--- src/rtl/npc_pkg.sv ---
package npc_pkg;
  typedef enum logic [3:0] {
    XF_NONE = 4'd0,
    XF_EQ   = 4'd1,
    XF_NE   = 4'd2,
    XF_LEZ  = 4'd3,
    XF_GTZ  = 4'd4,
    XF_LTZ  = 4'd5,
    XF_GEZ  = 4'd6,
    XF_JMP  = 4'd7,
    XF_JAL  = 4'd8,
    XF_JREG = 4'd9
  } xfer_e;

  localparam int KIND_W = 4;
endpackage

--- src/rtl/npc_cond.sv ---
module npc_cond
  import npc_pkg::*;
#(
  parameter int XLEN = 32
) (
  input  logic [KIND_W-1:0] kind,
  input  logic [XLEN-1:0]   opa,
  input  logic [XLEN-1:0]   opb,
  output logic              taken,
  output logic              is_link
);
  logic  neg, zero;
  xfer_e k;

  assign k    = xfer_e'(kind);
  assign neg  = opa[XLEN-1];
  assign zero = (opa == '0);

  always_comb begin
    taken   = 1'b0;
    is_link = 1'b0;
    case (k)
      XF_EQ:   taken = (opa == opb);
      XF_NE:   taken = (opa != opb);
      XF_LEZ:  taken = neg | zero;
      XF_GTZ:  taken = ~neg & ~zero;
      XF_LTZ:  taken = neg;
      XF_GEZ:  taken = ~neg;
      XF_JMP:  taken = 1'b1;
      XF_JAL:  begin taken = 1'b1; is_link = 1'b1; end
      XF_JREG: taken = 1'b1;
      default: taken = 1'b0;
    endcase
  end
endmodule

--- src/rtl/npc_target.sv ---
module npc_target
  import npc_pkg::*;
#(
  parameter int XLEN = 32,
  parameter int OFFW = 16,
  parameter int JFW  = 26
) (
  input  logic [KIND_W-1:0] kind,
  input  logic [XLEN-1:0]   pc,
  input  logic [XLEN-1:0]   opa,
  input  logic [OFFW-1:0]   off,
  input  logic [JFW-1:0]    jfield,
  output logic [XLEN-1:0]   seq_pc,
  output logic [XLEN-1:0]   target
);
  localparam int SXW = XLEN - OFFW - 2;
  localparam int HIW = XLEN - JFW - 2;
  localparam logic [XLEN-1:0] STEP = XLEN'(4);

  logic [XLEN-1:0] br_tgt, jp_tgt;
  xfer_e k;

  assign k      = xfer_e'(kind);
  assign seq_pc = pc + STEP;
  assign br_tgt = seq_pc + {{SXW{off[OFFW-1]}}, off, 2'b00};
  assign jp_tgt = {seq_pc[XLEN-1 -: HIW], jfield, 2'b00};

  always_comb begin
    case (k)
      XF_JMP, XF_JAL: target = jp_tgt;
      XF_JREG:        target = opa;
      default:        target = br_tgt;
    endcase
  end
endmodule

--- src/rtl/npc_unit.sv ---
module npc_unit
  import npc_pkg::*;
#(
  parameter int              XLEN      = 32,
  parameter int              OFFW      = 16,
  parameter int              JFW       = 26,
  parameter logic [XLEN-1:0] RESET_VEC = '0
) (
  input  logic              clk,
  input  logic              rst,
  input  logic [XLEN-1:0]   pc,
  input  logic [KIND_W-1:0] kind,
  input  logic [XLEN-1:0]   rs_val,
  input  logic [XLEN-1:0]   rt_val,
  input  logic [OFFW-1:0]   br_off,
  input  logic [JFW-1:0]    jmp_field,
  output logic [XLEN-1:0]   next_pc,
  output logic              link_we,
  output logic [XLEN-1:0]   link_val
);
  logic            taken, is_link;
  logic [XLEN-1:0] seq_pc, target;
  logic            pend_q;
  logic [XLEN-1:0] tgt_q, npc_q, link_q;
  logic            lwe_q;

  npc_cond #(.XLEN(XLEN)) u_cond (
    .kind(kind), .opa(rs_val), .opb(rt_val),
    .taken(taken), .is_link(is_link)
  );

  npc_target #(.XLEN(XLEN), .OFFW(OFFW), .JFW(JFW)) u_tgt (
    .kind(kind), .pc(pc), .opa(rs_val), .off(br_off), .jfield(jmp_field),
    .seq_pc(seq_pc), .target(target)
  );

  always_ff @(posedge clk) begin
    if (rst) begin
      pend_q <= 1'b0;
      tgt_q  <= RESET_VEC;
      npc_q  <= RESET_VEC;
      lwe_q  <= 1'b0;
      link_q <= '0;
    end else if (pend_q) begin
      pend_q <= 1'b0;
      npc_q  <= tgt_q;
      lwe_q  <= 1'b0;
    end else begin
      npc_q  <= seq_pc;
      pend_q <= taken;
      lwe_q  <= is_link;
      if (taken)   tgt_q  <= target;
      if (is_link) link_q <= seq_pc;
    end
  end

  assign next_pc  = npc_q;
  assign link_we  = lwe_q;
  assign link_val = link_q;

  AST_RESET_STATE: assert property (@(posedge clk)
    rst |=> (next_pc == RESET_VEC && !link_we && !pend_q));
  AST_SLOT_SEQ: assert property (@(posedge clk) disable iff (rst)
    (!pend_q && taken) |=> (next_pc == $past(pc) + XLEN'(4)));
  AST_REDIRECT: assert property (@(posedge clk) disable iff (rst)
    pend_q |=> (next_pc == $past(tgt_q) && !pend_q));
  AST_SLOT_IGNORED: assert property (@(posedge clk) disable iff (rst)
    pend_q |=> !link_we);
  AST_LINK_SOURCE: assert property (@(posedge clk) disable iff (rst)
    link_we |-> ($past(kind) == KIND_W'(XF_JAL) && !$past(pend_q)
                 && link_val == $past(pc) + XLEN'(4)));
  AST_LINK_HOLD: assert property (@(posedge clk) disable iff (rst)
    !link_we |=> (link_we || $stable(link_val)));
endmodule

--- config.mk ---
export PLATFORM = sky130hd
export DESIGN_NAME = npc_unit
export DESIGN_NICKNAME = d
export VERILOG_FILES = /design/src/rtl/npc_pkg.sv /design/src/rtl/npc_cond.sv /design/src/rtl/npc_target.sv /design/src/rtl/npc_unit.sv
export SDC_FILE = /design/constraint.sdc
export NUM_CORES = 1
export LEC_CHECK = 0
export BUFFER_PORTS_ARGS = -buffer_cell sky130_fd_sc_hd__buf_4
export CORE_MARGIN = 5
export CORE_UTILIZATION = 56
export DETAILED_ROUTE_END_ITERATION = 8
export HOLD_SLACK_MARGIN = 0.15
export PLACE_DENSITY = 0.87
export SLEW_MARGIN = 20
export SYNTH_ARGS = -nofsm -noshare
export SYNTH_HDL_FRONTEND = slang
export SYNTH_SLANG_ARGS = --single-unit
--- constraint.sdc ---
create_clock -name clk -period 7.6 [get_ports clk]
set_clock_uncertainty 0.05 [all_clocks]
set_input_delay 0.76 -clock clk [delete_from_list [all_inputs] [get_ports clk]]
set_output_delay 0.76 -clock clk [all_outputs]
set_load 0.01 [all_outputs]
Yosys cells after proc, flatten, opt, wreduce, memory -nomap -nowiden
Cells that the tools add are included.

Word-level logic and storage cells: 33. Flip-flop bits (word level): 98.

Reduce and logical (&&, ||, !) cells: 6. Bitwise operators: 5. Equality and inequality tests: 11. Add/sub/neg operators: 2. Mux-type cells: 4.

Operator list (number): 32-bit case mux with 2 select lines (1); 32-bit by 3-bit adder with 32-bit output (second input constant) (1); 32-bit adder (1); 32-bit == test (1); 32-bit zero test (1); 32-bit two-way mux (1); 32-bit != test (1); 4-bit by 3-bit == test with 1-bit output (second input constant) (4); 4-bit by 2-bit == test with 1-bit output (second input constant) (2); 4-bit == test (second input constant) (2); 1-bit case mux with 7 select lines (1); 4-bit by 1-bit == test with 1-bit output (second input constant) (1); 2-bit AND reduction (2); 2-bit OR reduction (2); 1-bit NOT (3); 3-bit OR reduction (1); 1-bit AND (1); 1-bit two-way mux (1); 1-bit bitwise OR (1).

Longest topological paths before layout
Gate-level depths: netlist of the first run.

Depth in word-level cells: 5. Mapped depth: 17. Mapped depth without buffers: 16.

Modules after synthesis
A second synthesis of the first run with hierarchy kept.

Cell total of the unflattened synthesis: 825. Area, all modules: 7123.1 µm².

Modules (own cells, without submodules): npc_unit (cells each 398, area an instance 4112.7 µm², times used 1, seq. area each 1961.9 µm²); npc_target (cells each 358, area an instance 2468.6 µm², times used 1, seq. area each 0.0 µm²); npc_cond (cells each 69, area an instance 541.8 µm², times used 1, seq. area each 0.0 µm²).

Least setup slack after synthesis of the first run
OpenSTA, ideal clock, no wires.

Path type: input to register. Start: input port pc[2]. End: register tgt_q[27]. Stages on the path: 16. Library setup time: 0.091 ns. Arrival: 3.881 ns. Required time: 7.459 ns. Setup slack: 3.578 ns. Cell sequence: ha_1 > nand2_1 > nor4_2 > nand3_1 > xor2_1 > inv_1 > ha_1 > clkbuf_1 > nand3_1 > or2_2 > or3_1 > o22ai_1 > o221a_2 > xor2_1 > nand2_1 > a311oi_1.

Longest elaborated chain between the ends: 3.

RTL lines: start, declared (RTL line npc_unit.sv:11) `input logic [XLEN-1:0] pc,`; 32-bit by 3-bit adder with 32-bit output (RTL line npc_target.sv:24) `assign seq_pc = pc + STEP;`; net seq_pc[16] (RTL line npc_unit.sv:22) `logic [XLEN-1:0] seq_pc, target;`; 32-bit adder (RTL line npc_target.sv:25) `assign br_tgt = seq_pc + {{SXW{off[OFFW-1]}}, off, 2'b00};`; 32-bit case mux with 2 select lines (RTL line npc_target.sv:29) `case (k)`; end signal, assigned (RTL line npc_unit.sv:52) `if (taken) tgt_q <= target;`; end, declared (RTL line npc_unit.sv:24) `logic [XLEN-1:0] tgt_q, npc_q, link_q;`.

The timed path passes the listed nets, and every way through them passes these cells. A chain may end at the register's enable or synchronous reset.

Worst setup path in the final report of the first run
Start: input port pc[2]. End: register tgt_q[31].

The elaborated chain is that of the path after synthesis.

==> impl_results.md, run 1 <==
- Most frequent cell after synthesis: nor2_1
- CP max FO: 6
- CP required: 7.78 ns
- Pwr dens: 179 nW/µm²
- Critical path class: input pin to flip-flop
- Layout cells sized above 1: 0.242
- Initial Utilization: 0.576
- TNS Setup: 0 ns
- Worst vdd ir: 0.170 mV
- DRT antenna net count: 0
- First-pass GRT wire length: 36200 µm
- List of most frequent post-synthesis cells: nor2_1 (149), dfxtp_1 (98), xnor2_1 (58)
- Fin nets: 1201
- Syn Inst Count: 848
- Number of global-route vias before repair: 6756
- Leak: 3.70 nW
- Synthesized area: 6600 µm²
- Dominant synthesized flop cell: dfxtp_1
- Root buffer cell: clkbuf_16
- Post_cts resized: 0
- Core Region: 11500 µm²
- Num rows: 39
- Crit path DAT: 4.46 ns
- Number of synthesized flops with an enable pin: 0
- Number of synthesized register bits: 98
- Total Routing Usage GR: 0.315
- Clk buf depth: 2
- Vias: 7334
- F_max: 0.234 GHz
- DPL Wire Length: 18000 µm
- Crit-path max cell delay: 0.70 ns
- Initial antenna violation count: 0
- Clk Latency, worst-skew pair: 0.35 ns
- IO Port Bufs: 208
- Pre-CTS WS: 3.13 ns
- Post-Syn Area per Cell: 7.78 µm²
- Die height: 119 µm
- Final period util: 0.563
- Vias per cell: 6.26
- Async SR Flop Fraction: 0
- Final Worst Setup Slack: 3.32 ns
- Tmin final: 4.28 ns
- Outcome: finished, final reports clean
- Die area: 14100 µm²
- Max-cap violations: 0
- Synth area leader: dfxtp_1
- Drt pass-1 iters: 5
- Largest net degree at the start of global routing: 88
- Max-slew violation count: 0
- TritonCTS clock tree: done
- Routed WL per cell: 20.1 µm
- H-tree level count: 3
- Die width: 119 µm
- Placer Congestion: 0.978
- Synthesis Warnings: 0
- Min-Delay Path Class: flip-flop to flip-flop
- Max-slew headroom: 0.305
- CP Capture Type: flip-flop
- Total power: 1.53 mW
- Postcts setup bufs: 0
- Area Overhead vs Synth: 29.4%
- CP max stage cell: o31ai_1
- Synth area leaders: dfxtp_1 (30%), nor2_1 (8.5%), xnor2_1 (7.7%)
- Hold Violations, Final: 0
- Initial drt markers: 939
- CP Launch Type: input pin
- Register area share after synthesis: 0.297
- Area fraction of the dominant cell type after synthesis: 0.297
- Util after Layout: 0.745
- Grt ovf: 0
- CTS buffer count: 9
- # DRC: 0
- RSZ-0062 raised after global routing: no
- Worst-path cell chain: buf_4 -> ha_1 -> nand2_1 -> nor2_1 -> nand3_1 -> xor2_1 -> inv_1 -> ha_1 -> a21oi_1 -> nand2_1 -> o31ai_1 -> o22ai_1 -> o221a_2 -> and4_1 -> o311ai_1 -> nand3_1
- Yosys cell types: 64
- Clk slew on worst S/H paths: 0.07 ns
- WL final: 23500 µm
- # IOs: 209
- CTS sink cnt: 98
- Setup violations, final: 0
- Post-synth net total: 1026
- Worst slew pin tran: 1.03 ns
- Hold-fix buffers, CTS: 0
[where the power goes]
group / leakage, nW / internal (mW) / switching (mW)
registers: 0.807 / 0.554 / 0.0216
clock network: 0.151 / 0.269 / 0.214
logic: 2.74 / 0.209 / 0.261
total: 3.70 / 1.03 / 0.497
[stage by stage]
step | instances | cell area (µm²) | hold WS [ns]
2_1_floorplan | 848 | 6600 | 0.404
3_3_place_gp | 1154 | 8210 | 0.394
3_5_place_dp | 1154 | 8210 | 0.403
4_1_cts | 1170 | 8520 | 0.412
5_1_grt | 1171 | 8540 | 0.436
6_report | 1172 | 8540 | 0.407
[final cells by class]
type / count / area, µm²
Clock inverter: 6 / 71.3
Sequential cell: 98 / 1960
Clock buffer: 10 / 239
Timing Repair Buffer: 214 / 1620
Antenna cell: 1 / 2.50
Multi-Input combinational cell: 666 / 4340
Tap cell: 143 / 179
Fill cell: 901 / 2930
Inverter: 34 / 128
[layer usage]
metal,global-route usage,part of all wire
met1,0.434,0.42
met2,0.485,0.44
met3,0.0702,0.12
met4,0.108,0.026
met5,0,0
[path summary, 6_finish.rpt]
| path | startpoint | end | slack, ns | depth (start not counted) |
|---|---|---|---|---|
| worst max register to register | pend_q | tgt_q[8] | 5.54 | 5 |
| worst max-delay path | pc[2] | tgt_q[31] | 3.32 | 16 |
| worst min register to register | link_val[1] | link_val[1] | 0.41 | 2 |
| worst min-delay path | link_val[1] | link_val[1] | 0.41 | 2 |
[sequential cells by signal, summed over array words and instances (netlist names)]
register	cells
link_val	32
next_pc	32
tgt_q	32
link_we	1
pend_q	1
[cell families after synthesis]
family	after synthesis	share of synthesized area
multiplexers	12	0.0182
AND/OR/NAND/NOR	322	0.227
XOR/XNOR	81	0.110
AO/OA/AOI/OAI	217	0.233
adder cells (fa/ha/maj)	34	0.0656
buffers and inverters	84	0.0489
flip-flops	98	0.297
[worst max-delay path: cells and delay by family]
family | cells | cell delay [ns]
xor gates and xnor gates | 1 | 0.35
and+or+nand+nor | 6 | 0.81
buffers and inverters | 2 | 0.20
AOI/OAI and AO/OA | 5 | 1.79
adders and majority gates | 2 | 0.56
[cell usage in the layout (no fill, tap or decap), types with 13 or more instances in the layout]
| master | n |
|---|---|
| buf_4 | 213 |
| nor2_1 | 149 |
| dfxtp_1 | 97 |
| xnor2_1 | 58 |
| a21oi_1 | 57 |
| nand2_1 | 56 |
| inv_1 | 34 |
| ha_1 | 33 |
| a211oi_1 | 31 |
| nand3_1 | 27 |
| a22oi_1 | 24 |
| a311oi_1 | 24 |
| xor2_1 | 22 |
| nand4_1 | 15 |
| o21ai_0 | 15 |
| nor3_1 | 13 |
Note: power is estimated with default switching activity, not from simulation.
==> run 2, diff against run 1 <==
--- a/config.mk
+++ b/config.mk
@@ -7,10 +7,10 @@
 export LEC_CHECK = 0
 export BUFFER_PORTS_ARGS = -buffer_cell sky130_fd_sc_hd__buf_4
 export CORE_MARGIN = 5
-export CORE_UTILIZATION = 56
+export CORE_UTILIZATION = 52
 export DETAILED_ROUTE_END_ITERATION = 8
 export HOLD_SLACK_MARGIN = 0.15
-export PLACE_DENSITY = 0.87
+export PLACE_DENSITY = 0.81
 export SLEW_MARGIN = 20
 export SYNTH_ARGS = -nofsm -noshare
 export SYNTH_HDL_FRONTEND = slang
==> constraint.sdc (replaced) <==
create_clock -name clk -period 4 [get_ports clk]
set_clock_uncertainty 0.05 [all_clocks]
set_input_delay 0.4 -clock clk [delete_from_list [all_inputs] [get_ports clk]]
set_output_delay 0.4 -clock clk [all_outputs]
set_load 0.01 [all_outputs]
==> run 2 against run 1 <==
  * Die area is 7.0% higher
  * Clock power is 98% higher
  * Worst setup slack lost 3.0 ns
  * Hold slack lost 0.18 ns
  * Critical path depth increased by 1
  * Global-route usage is 0.70 points lower
  * Sequential share of layout area down 0.76 points
  * Sequential power up 91%
  * Power increased by 95%
  * Count of clock-buffer cells in the layout increased by 1
==> impl_results.md, run 2 (same netlist as run 1, synthesis figures left out) <==
- Clk Latency, worst-skew pair: 0.34 ns
- Worst slew pin tran: 0.900 ns
- Tmin final: 3.66 ns
- Clk slew on worst S/H paths: 0.07 ns
- Num rows: 41
- CP max stage cell: ha_1
- TNS Setup: 0 ns
- Initial Utilization: 0.527
- Fin nets: 1234
- Postcts setup bufs: 0
- Grt ovf: 0
- Number of global-route vias before repair: 6643
- First-pass GRT wire length: 36100 µm
- CTS sink cnt: 98
- Critical path class: input pin to flip-flop
- CP required: 4.17 ns
- CP Capture Type: flip-flop
- DR top layer: met4
- Die width: 123 µm
- CP max FO: 5
- # IOs: 209
- DPL Wire Length: 18900 µm
- CTS buffer count: 9
- Met3 wire length: 2850 µm
- WL final: 23900 µm
- H-tree level count: 3
- Vias per cell: 5.99
- TritonCTS clock tree: done
- Largest net degree at the start of global routing: 84
- Die height: 123 µm
- Total area of sequential cells: 1960 µm²
- IO Port Bufs: 208
- Final period util: 0.915
- Hold Violations, Final: 0
- Pwr dens: 337 nW/µm²
- Most frequent cells in the layout: buf_4 (246), nor2_1 (149), dfxtp_1 (97)
- Max-cap violations: 0
- DRT antenna net count: 0
- Routed WL per cell: 19.3 µm
- Most frequent CP cell: nand3_1
- Area of the multi-input gates: 4340 µm²
- Max-slew headroom: 0.398
- Hold-fix buffers, CTS: 0
- Max-slew violation count: 0
- Initial drt markers: 930
- R2R cell count: 5
- RSZ-0062 raised after global routing: no
- Root buffer cell: clkbuf_16
- Most common cell after layout, fill and taps aside: buf_4
- Leak: 3.86 nW
- Worst vdd ir: 0.272 mV
- Util after Layout: 0.706
- Placed cell count: 1217
- Non-Filler Instances: 1234
- Fill cell count: 1080
- Worst-path cell chain: buf_4 -> ha_1 -> nand2_1 -> nor4_2 -> buf_4 -> nand3_1 -> xor2_1 -> inv_1 -> ha_1 -> nand3_1 -> or2_2 -> or3_1 -> o22ai_1 -> o221a_2 -> o41ai_1 -> o311ai_1 -> nand3_1
- Crit-path max cell delay: 0.39 ns
- CP Launch Type: input pin
- Layout cells sized above 1: 0.264
- Vias: 7391
- Setup violations, final: 0
- # DRC: 0
- Initial antenna violation count: 0
- Area Overhead vs Synth: 33.8%
- F_max: 0.273 GHz
- Metal2 WL: 10100 µm
- Total Routing Usage GR: 0.308
- Clk buf depth: 2
- Drt pass-1 iters: 6
- Hold path cells: 2
- M1 wire length: 10200 µm
- Post_cts resized: 0
- Die area: 15000 µm²
- Total power: 2.98 mW
- Placer Congestion: 1.04
- Core Region: 12500 µm²
- Crit path DAT: 3.83 ns
- Min-Delay Path Class: input pin to flip-flop
- Outcome: finished, final reports clean
## run 2: changes by cell type in the layout (fill, tap and decap cells not counted), sizes merged
cell and delta:
inv -1, buf +33, clkbuf +1, clkinv -1
bufinv +1
## run 2: worst paths after layout
| kind | startpoint | to | slack [ns] |
|---|---|---|---|
| max | pc[2] | tgt_q[31] | 0.34 |
| min | pc[2] | link_val[2] | 0.23 |
| max reg2reg | pend_q | tgt_q[14] | 1.99 |
| min reg2reg | link_val[1] | link_val[1] | 0.41 |
## run 2: final cells by class
class                           count  area share
Multi-Input combinational cell    666       0.491
Timing Repair Buffer              247       0.211
Antenna cell                        1    0.000283
Clock inverter                      5     0.00963
Tap cell                          172      0.0244
Sequential cell                    98       0.222
Inverter                           34      0.0144
Clock buffer                       11      0.0263
## run 2: through the flow
step                      cell area (µm²)  hold slack (ns)  setup WS, ns
final                                8830            0.228         0.341
after global routing                 8830            0.238         0.154
after CTS                            8830            0.219         0.377
after detailed placement             8510            0.400        0.0633
after global placement               8510            0.394         0.174
after floorplan                      6600            0.404         0.338
## run 2: worst max-delay path: cells and delay by family
family                   cells  cell delay, ns
AND/OR/NAND/NOR              7            1.40
AO/OA/AOI/OAI                4            0.86
adder cells (fa/ha/maj)      2            0.59
buffers and inverters        3            0.38
XOR/XNOR                     1            0.18
## run 2: where the power goes
group          internal, mW  switching [mW]  leakage (nW)
Combinational         0.426           0.498          2.90
Sequential             1.05          0.0468         0.807
Clock                 0.554           0.398         0.151
Total                  2.03           0.943          3.86
## run 2: metal layers
metal	GRT usage	vias to the layer above
met3	0.0488	59
li1	-	3471
met4	0.101	0
met5	0	-
met2	0.458	448
met1	0.451	3413
